File: config.mk
export PLATFORM = sky130hd
export DESIGN_NAME = fdc_host_port
export DESIGN_NICKNAME = d
export VERILOG_FILES = /design/src/rtl/fdc_pkg.sv /design/src/rtl/fdc_ctl_reg.sv /design/src/rtl/fdc_int_track.sv /design/src/rtl/fdc_phase_fsm.sv /design/src/rtl/fdc_host_port.sv
export SDC_FILE = /design/constraint.sdc
export NUM_CORES = 1
export LEC_CHECK = 0
export BUFFER_PORTS_ARGS = -buffer_cell sky130_fd_sc_hd__buf_2
export CORE_MARGIN = 2
export CORE_UTILIZATION = 55
export CTS_CLUSTER_SIZE = 12
export DETAILED_ROUTE_END_ITERATION = 10
export GPL_TIMING_DRIVEN = 0
export PLACE_DENSITY_LB_ADDON = 0.3
export SYNTH_ARGS = -nofsm -noshare
export SYNTH_HDL_FRONTEND = slang
export SYNTH_SLANG_ARGS = --single-unit
File: constraint.sdc
create_clock -name clk -period 2.7 [get_ports clk]
set_clock_uncertainty 0.2 [all_clocks]
set_input_delay 0.405 -clock clk [delete_from_list [all_inputs] [get_ports clk]]
set_output_delay 0.405 -clock clk [all_outputs]
set_load 0.03 [all_outputs]
File: src/rtl/fdc_pkg.sv
package fdc_pkg;
  typedef enum logic [2:0] {
    PH_RST, PH_IDLE, PH_ACC, PH_PARM, PH_TAIL, PH_EXEC, PH_RES, PH_DRAIN
  } phase_t;

  localparam logic [7:0] OP_VERSION = 8'h10;
  localparam logic [7:0] OP_CONFIG  = 8'h13;
  localparam logic [7:0] OP_SPECIFY = 8'h03;
  localparam logic [7:0] OP_SENSE   = 8'h08;
  localparam logic [7:0] OP_RECAL   = 8'h07;

  localparam logic [7:0] RES_VERSION = 8'h90;
  localparam logic [7:0] RES_INVALID = 8'h80;
  localparam logic [7:0] SNS_RESET   = 8'hC0;
  localparam logic [7:0] SNS_SEEKEND = 8'h20;

  localparam logic [7:0] ST_RDY  = 8'h80;
  localparam logic [7:0] ST_DIR  = 8'h40;
  localparam logic [7:0] ST_EXEC = 8'h20;
  localparam logic [7:0] ST_BUSY = 8'h10;

  function automatic logic [7:0] phase_status(phase_t p);
    case (p)
      PH_IDLE:  phase_status = ST_RDY;
      PH_ACC:   phase_status = ST_BUSY;
      PH_PARM:  phase_status = ST_RDY | ST_BUSY;
      PH_TAIL:  phase_status = ST_RDY | ST_BUSY;
      PH_EXEC:  phase_status = ST_EXEC | ST_BUSY;
      PH_RES:   phase_status = ST_RDY | ST_DIR | ST_BUSY;
      PH_DRAIN: phase_status = ST_DIR | ST_BUSY;
      default:  phase_status = 8'h00;
    endcase
  endfunction
endpackage

File: src/rtl/fdc_ctl_reg.sv
module fdc_ctl_reg #(
  parameter int DRV_W   = 2,
  parameter int MOTOR_N = 2
) (
  input  logic               clk,
  input  logic               rst,
  input  logic               ctl_wr_i,
  input  logic [7:0]         ctl_wdata_i,
  output logic [7:0]         dor_o,
  output logic               in_reset_o,
  output logic               gate_o,
  output logic               rel_o,
  output logic [DRV_W-1:0]   drive_sel_o,
  output logic [MOTOR_N-1:0] motor_o
);
  localparam int RUN_BIT   = 2;
  localparam int GATE_BIT  = 3;
  localparam int MOTOR_LSB = 4;

  logic [7:0] dor_q;
  logic       rel_q;

  always_ff @(posedge clk) begin
    if (rst) begin
      dor_q <= 8'h00;
      rel_q <= 1'b0;
    end else begin
      rel_q <= ctl_wr_i && ctl_wdata_i[RUN_BIT] && !dor_q[RUN_BIT];
      if (ctl_wr_i) dor_q <= ctl_wdata_i;
    end
  end

  assign dor_o       = dor_q;
  assign in_reset_o  = !dor_q[RUN_BIT];
  assign gate_o      = dor_q[GATE_BIT];
  assign rel_o       = rel_q;
  assign drive_sel_o = dor_q[DRV_W-1:0];

  for (genvar m = 0; m < MOTOR_N; m++) begin : g_motor
    assign motor_o[m] = dor_q[MOTOR_LSB+m];
  end


  ctl_load_chk: assert property (@(posedge clk) disable iff (rst)
    ctl_wr_i |=> dor_q == $past(ctl_wdata_i));
endmodule

File: src/rtl/fdc_int_track.sv
module fdc_int_track #(
  parameter int DRV_W = 2
) (
  input  logic             clk,
  input  logic             rst,
  input  logic             gate_i,
  input  logic             rel_i,
  input  logic             clr_i,
  input  logic             set_i,
  input  logic [DRV_W-1:0] set_drv_i,
  output logic             pend_any_o,
  output logic [DRV_W-1:0] pend_drv_o,
  output logic             pend_seek_o,
  output logic             irq_o
);
  localparam int NUM_DRV = 1 << DRV_W;

  logic [NUM_DRV-1:0] pend_q, seek_q;
  logic [DRV_W-1:0]   first;
  logic               irq_q;

  always_comb begin
    first = '0;
    for (int i = NUM_DRV - 1; i >= 0; i--)
      if (pend_q[i]) first = DRV_W'(i);
  end

  always_ff @(posedge clk) begin
    if (rst) begin
      pend_q <= '0;
      seek_q <= '0;
      irq_q  <= 1'b0;
    end else begin
      if (rel_i) begin
        pend_q <= '1;
        seek_q <= '0;
      end else begin
        if (clr_i) pend_q[first] <= 1'b0;
        if (set_i) begin
          pend_q[set_drv_i] <= 1'b1;
          seek_q[set_drv_i] <= 1'b1;
        end
      end
      irq_q <= gate_i && (|pend_q);
    end
  end

  assign pend_any_o  = |pend_q;
  assign pend_drv_o  = first;
  assign pend_seek_o = seek_q[first];
  assign irq_o       = irq_q;


  rel_all_pend_chk: assert property (@(posedge clk) disable iff (rst)
    rel_i |=> pend_q == '1);

  sense_clears_one_chk: assert property (@(posedge clk) disable iff (rst)
    (clr_i && !set_i && !rel_i) |=> $countones(pend_q) == $past($countones(pend_q)) - 1);
endmodule

File: src/rtl/fdc_phase_fsm.sv
module fdc_phase_fsm
  import fdc_pkg::*;
#(
  parameter int PROC_CYC = 2,
  parameter int TAIL_CYC = 3,
  parameter int EXEC_CYC = 12,
  parameter int DRV_W    = 2
) (
  input  logic             clk,
  input  logic             rst,
  input  logic             in_reset_i,
  input  logic             dat_wr_i,
  input  logic [7:0]       dat_wdata_i,
  input  logic             dat_rd_i,
  input  logic             pend_any_i,
  input  logic [DRV_W-1:0] pend_drv_i,
  input  logic             pend_seek_i,
  output logic [7:0]       status_o,
  output logic [7:0]       rdata_o,
  output logic             err_o,
  output logic             clr_req_o,
  output logic             set_req_o,
  output logic [DRV_W-1:0] set_drv_o
);
  localparam int MAX_A = (PROC_CYC > TAIL_CYC) ? PROC_CYC : TAIL_CYC;
  localparam int MAX_C = (MAX_A > EXEC_CYC) ? MAX_A : EXEC_CYC;
  localparam int CNT_W = $clog2(MAX_C + 1);

  phase_t           state_q, state_d;
  logic [CNT_W-1:0] cnt_q, cnt_d;
  logic [7:0]       op_q, op_d, r0_q, r0_d, r1_q, r1_d, rdata_q, rdata_d, status_q;
  logic [1:0]       par_q, par_d, rl_q, rl_d;
  logic [DRV_W-1:0] drv_q, drv_d;
  logic             err_q, err_d, wr_ok, rd_ok;

  assign wr_ok = (state_q == PH_IDLE) || (state_q == PH_PARM);
  assign rd_ok = (state_q == PH_RES);

  always_comb begin
    state_d = state_q; cnt_d = cnt_q; op_d = op_q; par_d = par_q;
    r0_d = r0_q; r1_d = r1_q; rl_d = rl_q; drv_d = drv_q;
    rdata_d = rdata_q; err_d = err_q;
    clr_req_o = 1'b0; set_req_o = 1'b0;
    if ((dat_wr_i && !wr_ok) || (dat_rd_i && !rd_ok)) err_d = 1'b1;
    if (in_reset_i) begin
      state_d = PH_RST; par_d = '0; rl_d = '0;
    end else begin
      case (state_q)
        PH_RST: state_d = PH_IDLE;
        PH_IDLE: if (dat_wr_i) begin
          op_d = dat_wdata_i; state_d = PH_ACC; cnt_d = CNT_W'(PROC_CYC - 1);
          par_d = 2'd0; rl_d = 2'd1; r0_d = RES_INVALID; r1_d = 8'h00;
          case (dat_wdata_i)
            OP_VERSION: r0_d = RES_VERSION;
            OP_CONFIG:  begin par_d = 2'd3; rl_d = 2'd0; end
            OP_SPECIFY: begin par_d = 2'd2; rl_d = 2'd0; end
            OP_RECAL:   begin par_d = 2'd1; rl_d = 2'd0; end
            OP_SENSE: if (pend_any_i) begin
              clr_req_o = 1'b1; rl_d = 2'd2;
              r0_d = {{(8-DRV_W){1'b0}}, pend_drv_i} | (pend_seek_i ? SNS_SEEKEND : SNS_RESET);
            end
            default: ;
          endcase
        end
        PH_PARM: if (dat_wr_i) begin
          par_d = par_q - 2'd1; state_d = PH_ACC; cnt_d = CNT_W'(PROC_CYC - 1);
          if (op_q == OP_RECAL) drv_d = dat_wdata_i[DRV_W-1:0];
        end
        PH_ACC: if (cnt_q == '0) begin
          if (par_q != 2'd0) state_d = PH_PARM;
          else if (rl_q != 2'd0) state_d = PH_RES;
          else if (op_q == OP_RECAL) begin state_d = PH_EXEC; cnt_d = CNT_W'(EXEC_CYC - 1); end
          else begin state_d = PH_TAIL; cnt_d = CNT_W'(TAIL_CYC - 1); end
        end else cnt_d = cnt_q - 1'b1;
        PH_TAIL: if (cnt_q == '0) state_d = PH_IDLE; else cnt_d = cnt_q - 1'b1;
        PH_EXEC: if (cnt_q == '0) begin
          set_req_o = 1'b1; state_d = PH_IDLE;
        end else cnt_d = cnt_q - 1'b1;
        PH_RES: if (dat_rd_i) begin
          rdata_d = r0_q; r0_d = r1_q; rl_d = rl_q - 2'd1;
          state_d = PH_DRAIN; cnt_d = CNT_W'(PROC_CYC - 1);
        end
        PH_DRAIN: if (cnt_q == '0) state_d = (rl_q != 2'd0) ? PH_RES : PH_IDLE;
                  else cnt_d = cnt_q - 1'b1;
        default: state_d = PH_RST;
      endcase
    end
  end

  always_ff @(posedge clk) begin
    if (rst) begin
      state_q <= PH_RST; cnt_q <= '0; op_q <= 8'h00; par_q <= '0; rl_q <= '0;
      r0_q <= 8'h00; r1_q <= 8'h00; drv_q <= '0; rdata_q <= 8'h00;
      err_q <= 1'b0; status_q <= 8'h00;
    end else begin
      state_q <= state_d; cnt_q <= cnt_d; op_q <= op_d; par_q <= par_d; rl_q <= rl_d;
      r0_q <= r0_d; r1_q <= r1_d; drv_q <= drv_d; rdata_q <= rdata_d;
      err_q <= err_d; status_q <= phase_status(state_d);
    end
  end

  assign status_o  = status_q;
  assign rdata_o   = rdata_q;
  assign err_o     = err_q;
  assign set_drv_o = drv_q;


  ready_drop_chk: assert property (@(posedge clk) disable iff (rst)
    (dat_wr_i && wr_ok) |=> !status_q[7]);

  bad_wr_flag_chk: assert property (@(posedge clk) disable iff (rst)
    (dat_wr_i && !wr_ok) |=> err_q);

  bad_rd_hold_chk: assert property (@(posedge clk) disable iff (rst)
    (dat_rd_i && !rd_ok) |=> $stable(rdata_q) && err_q);

  busy_after_ready_chk: assert property (@(posedge clk) disable iff (rst)
    $fell(status_q[4]) |-> (status_q[7] || status_q == 8'h00));
endmodule

File: src/rtl/fdc_host_port.sv
module fdc_host_port #(
  parameter int PROC_CYC = 2,
  parameter int TAIL_CYC = 3,
  parameter int EXEC_CYC = 12,
  parameter int DRV_W    = 2,
  parameter int MOTOR_N  = 2
) (
  input  logic               clk,
  input  logic               rst,
  input  logic               ctl_wr,
  input  logic [7:0]         ctl_wdata,
  output logic [7:0]         ctl_rdata,
  input  logic               dat_wr,
  input  logic [7:0]         dat_wdata,
  input  logic               dat_rd,
  output logic [7:0]         dat_rdata,
  output logic [7:0]         status,
  output logic               irq,
  output logic [DRV_W-1:0]   drive_sel,
  output logic [MOTOR_N-1:0] motor_on,
  output logic               access_err
);
  logic             in_reset, gate, rel, clr_req, set_req, pend_any, pend_seek;
  logic [DRV_W-1:0] pend_drv, set_drv;

  fdc_ctl_reg #(.DRV_W(DRV_W), .MOTOR_N(MOTOR_N)) u_ctl (
    .clk(clk), .rst(rst), .ctl_wr_i(ctl_wr), .ctl_wdata_i(ctl_wdata),
    .dor_o(ctl_rdata), .in_reset_o(in_reset), .gate_o(gate), .rel_o(rel),
    .drive_sel_o(drive_sel), .motor_o(motor_on)
  );

  fdc_int_track #(.DRV_W(DRV_W)) u_int (
    .clk(clk), .rst(rst), .gate_i(gate), .rel_i(rel), .clr_i(clr_req),
    .set_i(set_req), .set_drv_i(set_drv), .pend_any_o(pend_any),
    .pend_drv_o(pend_drv), .pend_seek_o(pend_seek), .irq_o(irq)
  );

  fdc_phase_fsm #(.PROC_CYC(PROC_CYC), .TAIL_CYC(TAIL_CYC), .EXEC_CYC(EXEC_CYC),
                  .DRV_W(DRV_W)) u_fsm (
    .clk(clk), .rst(rst), .in_reset_i(in_reset), .dat_wr_i(dat_wr),
    .dat_wdata_i(dat_wdata), .dat_rd_i(dat_rd), .pend_any_i(pend_any),
    .pend_drv_i(pend_drv), .pend_seek_i(pend_seek), .status_o(status),
    .rdata_o(dat_rdata), .err_o(access_err), .clr_req_o(clr_req),
    .set_req_o(set_req), .set_drv_o(set_drv)
  );
endmodule

==> flow_summary_export.csv, run 1 <==
group,metric,value,unit
run_status,run_status,"completed",
global_route,grt.total_usage,22.1,%
clocking,htree_levels,2,
clocking,clk_pin_slew,0.11,ns
detailed_routing,drc,0,
min_path,holdCritPathClass,"in -> reg",
setup_path,worst_ep_required_time,2.73,ns
setup_path,critical_path_buf_inv_count,1,
setup_path,path_class,"reg -> reg",
timing,hold_viol,0,
yosys,yosysSeqAreaShare,41.0,%
detailed_routing,via_per_inst,5.48,
timing,min_period,2.45,ns
global_route,grt_pass1_vias,2122,
floorplanning,die_x,74.5,um
timing,tightest_slew,0.744,ns
floorplanning,ioPinCount,51,
detailed_routing,wire_per_inst,13.1,um
setup_path,worstReg2RegEnd,"u_fsm.status_o[5]",
cells_and_area,antenna_cells,0,
floorplanning,die_h,74.5,um
timing,rsz0062_at_grt,"no",
floorplanning,start_util,57.5,%
yosys,synth_edf_count,0,
floorplanning,fp.dieArea,0.00555,mm^2
run,cap_violations,0,
setup_path,r2r_start,"u_fsm.cnt_q[0]",
setup_path,cpPeakStageDelay,0.64,ns
detailed_routing,drt_iter0_drc,192,
setup_path,endpoint_kind,"flip-flop",
min_path,min_to,"u_ctl.dor_o[7]",
power_and_ir_drop,ir_worst_vdd,0.569,mV
floorplanning,core_area,0.00475,mm^2
cells_and_area,fill_cells,431,
clocking,cts_root_buf,"clkbuf_8",
clocking,cts_num_sinks,56,
yosys,synthTopCellsByArea,"dfxtp_1, mux2i_1, a21oi_1, nor2_1, nand2_1",
clocking,post_cts_resized,0,
global_route,antenna_found_initial,0,
yosys,synth_warnings,0,
yosys,yosysUniqueCellTypes,56,
yosys,synth_area_per_cell,8.51,um^2
detailed_routing,drtPass1Iterations,4,
min_path,holdPathStages,3,
yosys,synthArstFlopShare,0,%
timing,fin_tns_setup,0,ns
detailed_routing,vias,2428,
placed_design,portBuffers,42,
timing,min_period_over_period,90.7,%
detailed_routing,finalWirelength,5810,um
yosys,netlist_instances,321,
setup_path,cpLargestDelayFamily,"simple AND/OR/NAND/NOR gates",
cells_and_area,final_util,66.5,%
timing,finalSetupViolations,0,
setup_path,cp-start-kind,"flip-flop",
clocking,cts_buffer_depth,2,
clocking,clk-insertion-delay-late,0.31,ns
yosys,yosys.area.top_type,"dfxtp_1",
power_and_ir_drop,power,1590,uW
yosys,synthesis.area,0.00273,mm^2
detailed_routing,postRouteAntennaNets,0,
setup_path,worst-r2r-setup-slack,0.25,ns
timing,slew_viol_final,0,
clocking,post_cts_buffers,0,
yosys,yosysTopAreaCellShare,41.0,%
yosys,synth_common_cells,"dfxtp_1, nor2_1, nand2_1",
setup_path,path_common_cell,"nor3b_1",
cells_and_area,drive_gt1_share,21.3,%
power_and_ir_drop,p_leak,0.00129,uW
global_route,grt_max_degree,19,
clocking,cts_made_buffers,5,
cells_and_area,area_delta_synth_final,15.7,%
setup_path,cp_data_arrival_time,2.48,ns
setup_path,cp_cell_sequence,"inv_1, ha_1, nor3b_1, a21oi_1, o22a_1, or2_1, nor3b_1",
min_path,min_from,"ctl_wdata[7]",
power_and_ir_drop,p_per_area,502,mW/mm^2
floorplanning,rows,25,
clocking,cts_tree,"yes",
yosys,synth_seq_cells,56,
setup_path,reg2reg_depth,7,
timing,slew_headroom,50.3,%
setup_path,crit_path_max_fanout,6,
cells_and_area,nets,400,
yosys,synth_most_common_cell,"dfxtp_1",
timing,max_freq,0.408,GHz
yosys,ys.flop_type,"dfxtp_1",
placed_design,dpl.hpwl,4300,um
clocking,hold_buffers,0,
global_route,grt_pass1_wl,9600,um
placed_design,routabilityCongestion,0.890,
setup_path,critPathSlowestCell,"nor3b_1",
global_route,overflow,0,
[worst reg2reg max path, delay by kind of cell (launching register included)]
family,cells,cell delay (ns)
buffers and inverters,1,0.10
AOI/OAI and AO/OA,2,0.40
DFF,1,0.34
and+or+nand+nor,3,1.14
adders and majority gates,1,0.20
[where the power goes]
group	leakage, uW	switching (uW)	total, uW	internal (uW)
sequential	0.000454	10.1	850	840
clock	0.0000600	286	568	282
combinational	0.000776	108	169	60.9
[sequential cells by signal, indices dropped and copies added (netlist names)]
name,count
u_int.pend_q,4
u_ctl.dor_o,8
u_fsm.r0_q,6
u_fsm.cnt_q,4
u_fsm.set_drv_o,2
u_fsm.status_o,4
u_int.irq_o,1
u_fsm.rl_q,2
u_int.seek_q,4
u_fsm.rdata_o,6
u_ctl.rel_o,1
u_fsm.state_q,3
u_fsm.op_q,8
u_fsm.par_q,2
u_fsm.err_o,1
[cell families after synthesis]
| logic type | synth area share [%] |
|---|---|
| flops | 41.0 |
| xor+xnor | 0.962 |
| simple gates | 26.1 |
| buf+inv | 6.96 |
| mux | 7.05 |
| fa+ha+maj | 1.83 |
| other cells | 0.137 |
| compound gates | 15.9 |
[placed cells by master, fill, tap and decap left out, types with 3 or more instances in the layout]
master	count
mux2i_1	17
a21oi_1	31
buf_2	47
nor2_1	41
nand4b_1	3
dfxtp_1	56
clkbuf_1	8
nor3b_1	6
o21ai_1	3
nand3_1	4
a31oi_1	4
nand2b_1	5
or3_4	3
nor4bb_1	3
conb_1	6
nor3_1	12
nor2b_1	6
o21ai_0	5
ha_1	4
clkbuf_8	5
buf_1	3
nor4_1	3
nand2_1	36
buf_4	11
inv_1	11
a211oi_1	4
[per-stage QoR]
step / cell area, um^2 / hold slack (ns) / setup slack (ns) / std cells
5_1_grt: 3160 / 0.132 / 0.0191 / 443
3_3_place_gp: 3050 / 0.232 / 0.386 / 435
3_5_place_dp: 3050 / 0.244 / 0.328 / 435
4_1_cts: 3160 / 0.127 / 0.287 / 443
6_report: 3160 / 0.125 / 0.251 / 443
2_1_floorplan: 2750 / 0.231 / 0.603 / 326
[worst max-delay path by stage]
stage / from / endpoint / depth (start not counted)
floorplan: dat_wdata[7] / u_int.pend_q[3] / 5
finish: u_fsm.cnt_q[0] / u_fsm.status_o[5] / 7
detailed placement: u_fsm.cnt_q[0] / u_fsm.status_o[5] / 7
global route: u_fsm.cnt_q[0] / u_fsm.status_o[5] / 6
CTS: u_fsm.cnt_q[0] / u_fsm.status_o[5] / 7
global placement: dat_wdata[7] / u_int.pend_q[0] / 6
[final cells by class]
| class | instances | area (um^2) | area share [%] |
|---|---|---|---|
| Buffer | 27 | 149 | 4.71 |
| Clock buffer | 5 | 68.8 | 2.18 |
| Clock inverter | 3 | 46.3 | 1.46 |
| Inverter | 11 | 41.3 | 1.31 |
| Multi-Input combinational cell | 232 | 1440 | 45.6 |
| Sequential cell | 56 | 1120 | 35.5 |
| Tap cell | 67 | 83.8 | 2.65 |
| Timing Repair Buffer | 42 | 210 | 6.65 |
[layer usage]
metal  GRT usage (%)  up-vias  part of all wire, %
met3            3.93        5                  6.1
met5               0        -                    0
met1            31.5     1126                   47
met2            35.1       82                   46
met4            5.36        0                 0.95
li1                -     1215                    -
Power figures use the tool's default switching activity.
==> run 2: changes to the inputs <==
Settings changed: CORE_UTILIZATION 55 to 52, CTS_BUF_LIST from default to sky130_fd_sc_hd__clkbuf_2.
Clock period 2.7 ns to 2.02 ns, I/O delays scaled along.
==> run 2 against run 1 <==
The flow now finishes with violations (negative setup slack). Critical path depth decreased by 2. Power is 17% higher. Fmax rose by 17%. Non-clock buffer count rose by 23. Global-route usage rose by 1.0 points. First-iteration DRC count fell by 4.2%. Via count up 6.5%. Sequential share of layout area down 2.4 points. Die area up 5.5%. Worst hold slack lost 0.099 ns. Count of clock-buffer cells in the layout is 1 higher. Cell count grew 5.9%.
==> flow_summary_export.csv, run 2 (same netlist as run 1, synthesis figures left out) <==
group,metric,value,unit
run_status,run_status,"finished with violations",
run_status,failed_checks,"negative setup slack",
detailed_routing,drc,0,
setup_path,reg2reg_depth,5,
placed_design,portBuffers,42,
detailed_routing,vias,2587,
power_and_ir_drop,p_switching,526,uW
floorplanning,fp.dieArea,0.00585,mm^2
placed_design,dpl.hpwl,4440,um
cells_and_area,antenna_cells,0,
timing,rsz0062_at_grt,"yes",
floorplanning,core_area,0.00507,mm^2
power_and_ir_drop,power,1860,uW
detailed_routing,via_per_inst,5.52,
floorplanning,start_util,53.8,%
clocking,cts_num_sinks,56,
global_route,grt.total_usage,23.2,%
timing,slew_headroom,60.7,%
setup_path,worst-r2r-setup-slack,-0.07,ns
detailed_routing,wire_per_inst,14.5,um
cells_and_area,drive_gt1_share,27.8,%
setup_path,worst_ep_required_time,2.20,ns
global_route,antenna_found_initial,0,
clocking,clk-insertion-delay-late,0.46,ns
cells_and_area,area_delta_synth_final,25.0,%
timing,slew_viol_final,0,
timing,min_period,2.09,ns
min_path,holdCritPathClass,"in -> reg",
setup_path,cp_data_arrival_time,2.26,ns
power_and_ir_drop,seq_power_share,61.8,%
power_and_ir_drop,power_frac_clock,23.9,%
global_route,overflow,0,
power_and_ir_drop,ir_worst_vdd,0.483,mV
timing,finalWorstSetupSlack,-0.0655,ns
placed_design,dp_cells,438,
min_path,min_to,"u_fsm.rl_q[0]",
clocking,cts_buffer_depth,2,
detailed_routing,drtPass1Iterations,5,
run,cap_violations,0,
detailed_routing,drt_iter0_drc,184,
placed_design,dp_slack,-0.375,ns
timing,tightest_slew,0.589,ns
setup_path,cp-start-kind,"flip-flop",
timing,max_freq,0.480,GHz
setup_path,endpoint_kind,"flip-flop",
floorplanning,rows,26,
floorplanning,die_x,76.5,um
cells_and_area,nets,423,
timing,min_period_over_period,103,%
floorplanning,die_h,76.5,um
power_and_ir_drop,power.internal,1330,uW
min_path,holdPathStages,5,
power_and_ir_drop,p_per_area,544,mW/mm^2
cells_and_area,layout_common_cells,"dfxtp_1, buf_2, nor2_1",
detailed_routing,postRouteAntennaNets,0,
placed_design,routabilityCongestion,0.895,
global_route,grt_pass1_wl,11000,um
clocking,clk_pin_slew,0.28,ns
power_and_ir_drop,switching_share,28.3,%
power_and_ir_drop,p_leak,0.00139,uW
clocking,cts_tree,"yes",
floorplanning,ioPinCount,51,
setup_path,r2r_start,"u_int.pend_q[2]",
global_route,grt_max_degree,18,
setup_path,worstReg2RegEnd,"u_int.pend_q[3]",
min_path,min_from,"dat_wdata[2]",
cells_and_area,final_common_cell,"dfxtp_1",
power_and_ir_drop,pwr-share-comb,14.3,%
timing,finalSetupViolations,3,
setup_path,crit_path_max_fanout,7,
clocking,htree_levels,2,
detailed_routing,finalWirelength,6780,um
clocking,cts_root_buf,"clkbuf_2",
setup_path,path_class,"reg -> reg",
global_route,grt_pass1_vias,2380,
timing,hold_viol,0,
cells_and_area,stdcell_count,469,
clocking,cts_made_buffers,5,
-- run 2: changes by cell type in the layout (fill, tap and decap cells not counted), sizes merged --
cell,change
clkinvlp,+1
dlygate4sd3,+17
bufinv,-1
inv,-1
buf,+7
-- run 2: metrics by stage --
step                      hold slack (ns)  area [um^2]  util, %  TNS, ns
final                              0.0258         3420     67.3   -0.167
after global routing               0.0297         3420     67.3   -0.572
after CTS                         0.00257         3370     66.4  -0.0966
after detailed placement            0.237         3050     60.1    -4.18
after global placement              0.232         3050     60.1    -3.14
after floorplan                     0.231         2750        -        0
-- run 2: how the worst max path moves through the flow --
stage	startpoint	to	slack [ns]	cells past startpoint
floorplan	u_fsm.cnt_q[0]	u_int.pend_q[2]	0.002	8
global placement	u_fsm.cnt_q[0]	u_fsm.status_o[5]	-0.32	7
detailed placement	u_fsm.cnt_q[0]	u_fsm.status_o[5]	-0.38	7
CTS	u_fsm.cnt_q[1]	u_int.pend_q[2]	-0.04	8
global route	u_fsm.cnt_q[1]	u_int.pend_q[2]	-0.12	7
finish	u_int.pend_q[2]	u_int.pend_q[3]	-0.07	5
-- run 2: final cells by class --
cell class                      instances  area [um^2]
Fill cell                             428         1660
Multi-Input combinational cell        232         1510
Sequential cell                        56         1130
Timing Repair Buffer                   67          440
Buffer                                 25          159
Tap cell                               70         87.6
Inverter                               11         41.3
Clock buffer                            6         30.0
Clock inverter                          2         16.3
-- run 2: per-layer routing --
layer	track usage, %	part of all wire, %	up-vias
met5	0	0	-
met4	7.45	1.6	0
met3	4.74	7.0	14
met2	37.2	46	114
met1	31.3	46	1204
li1	-	-	1255
-- run 2: repair_timing --
item / CTS / global route
endpoints found under the setup margin: 30 / 25
pin swaps: 6 / 8
setup buffers: 5 / 3
resized for setup: 24 / 12
hold buffers: 17 / 0
endpoints found under the hold margin: 21 / 0
-- run 2: critical path: stages (launching register included) --
cell and delay (ns):
dfxtp_1 0.57, nor4_1 0.14, or4_4 0.59, nand2b_4 0.19, o41ai_2 0.21, a21oi_1 0.10
-- run 2: power groups by stage --
stage	logic, uW	clock network, uW	registers, uW
floorplan	137	0	1180
global placement	224	0	1160
detailed placement	226	0	1160
CTS	258	452	1150
global route	286	496	1150
finish	266	443	1150
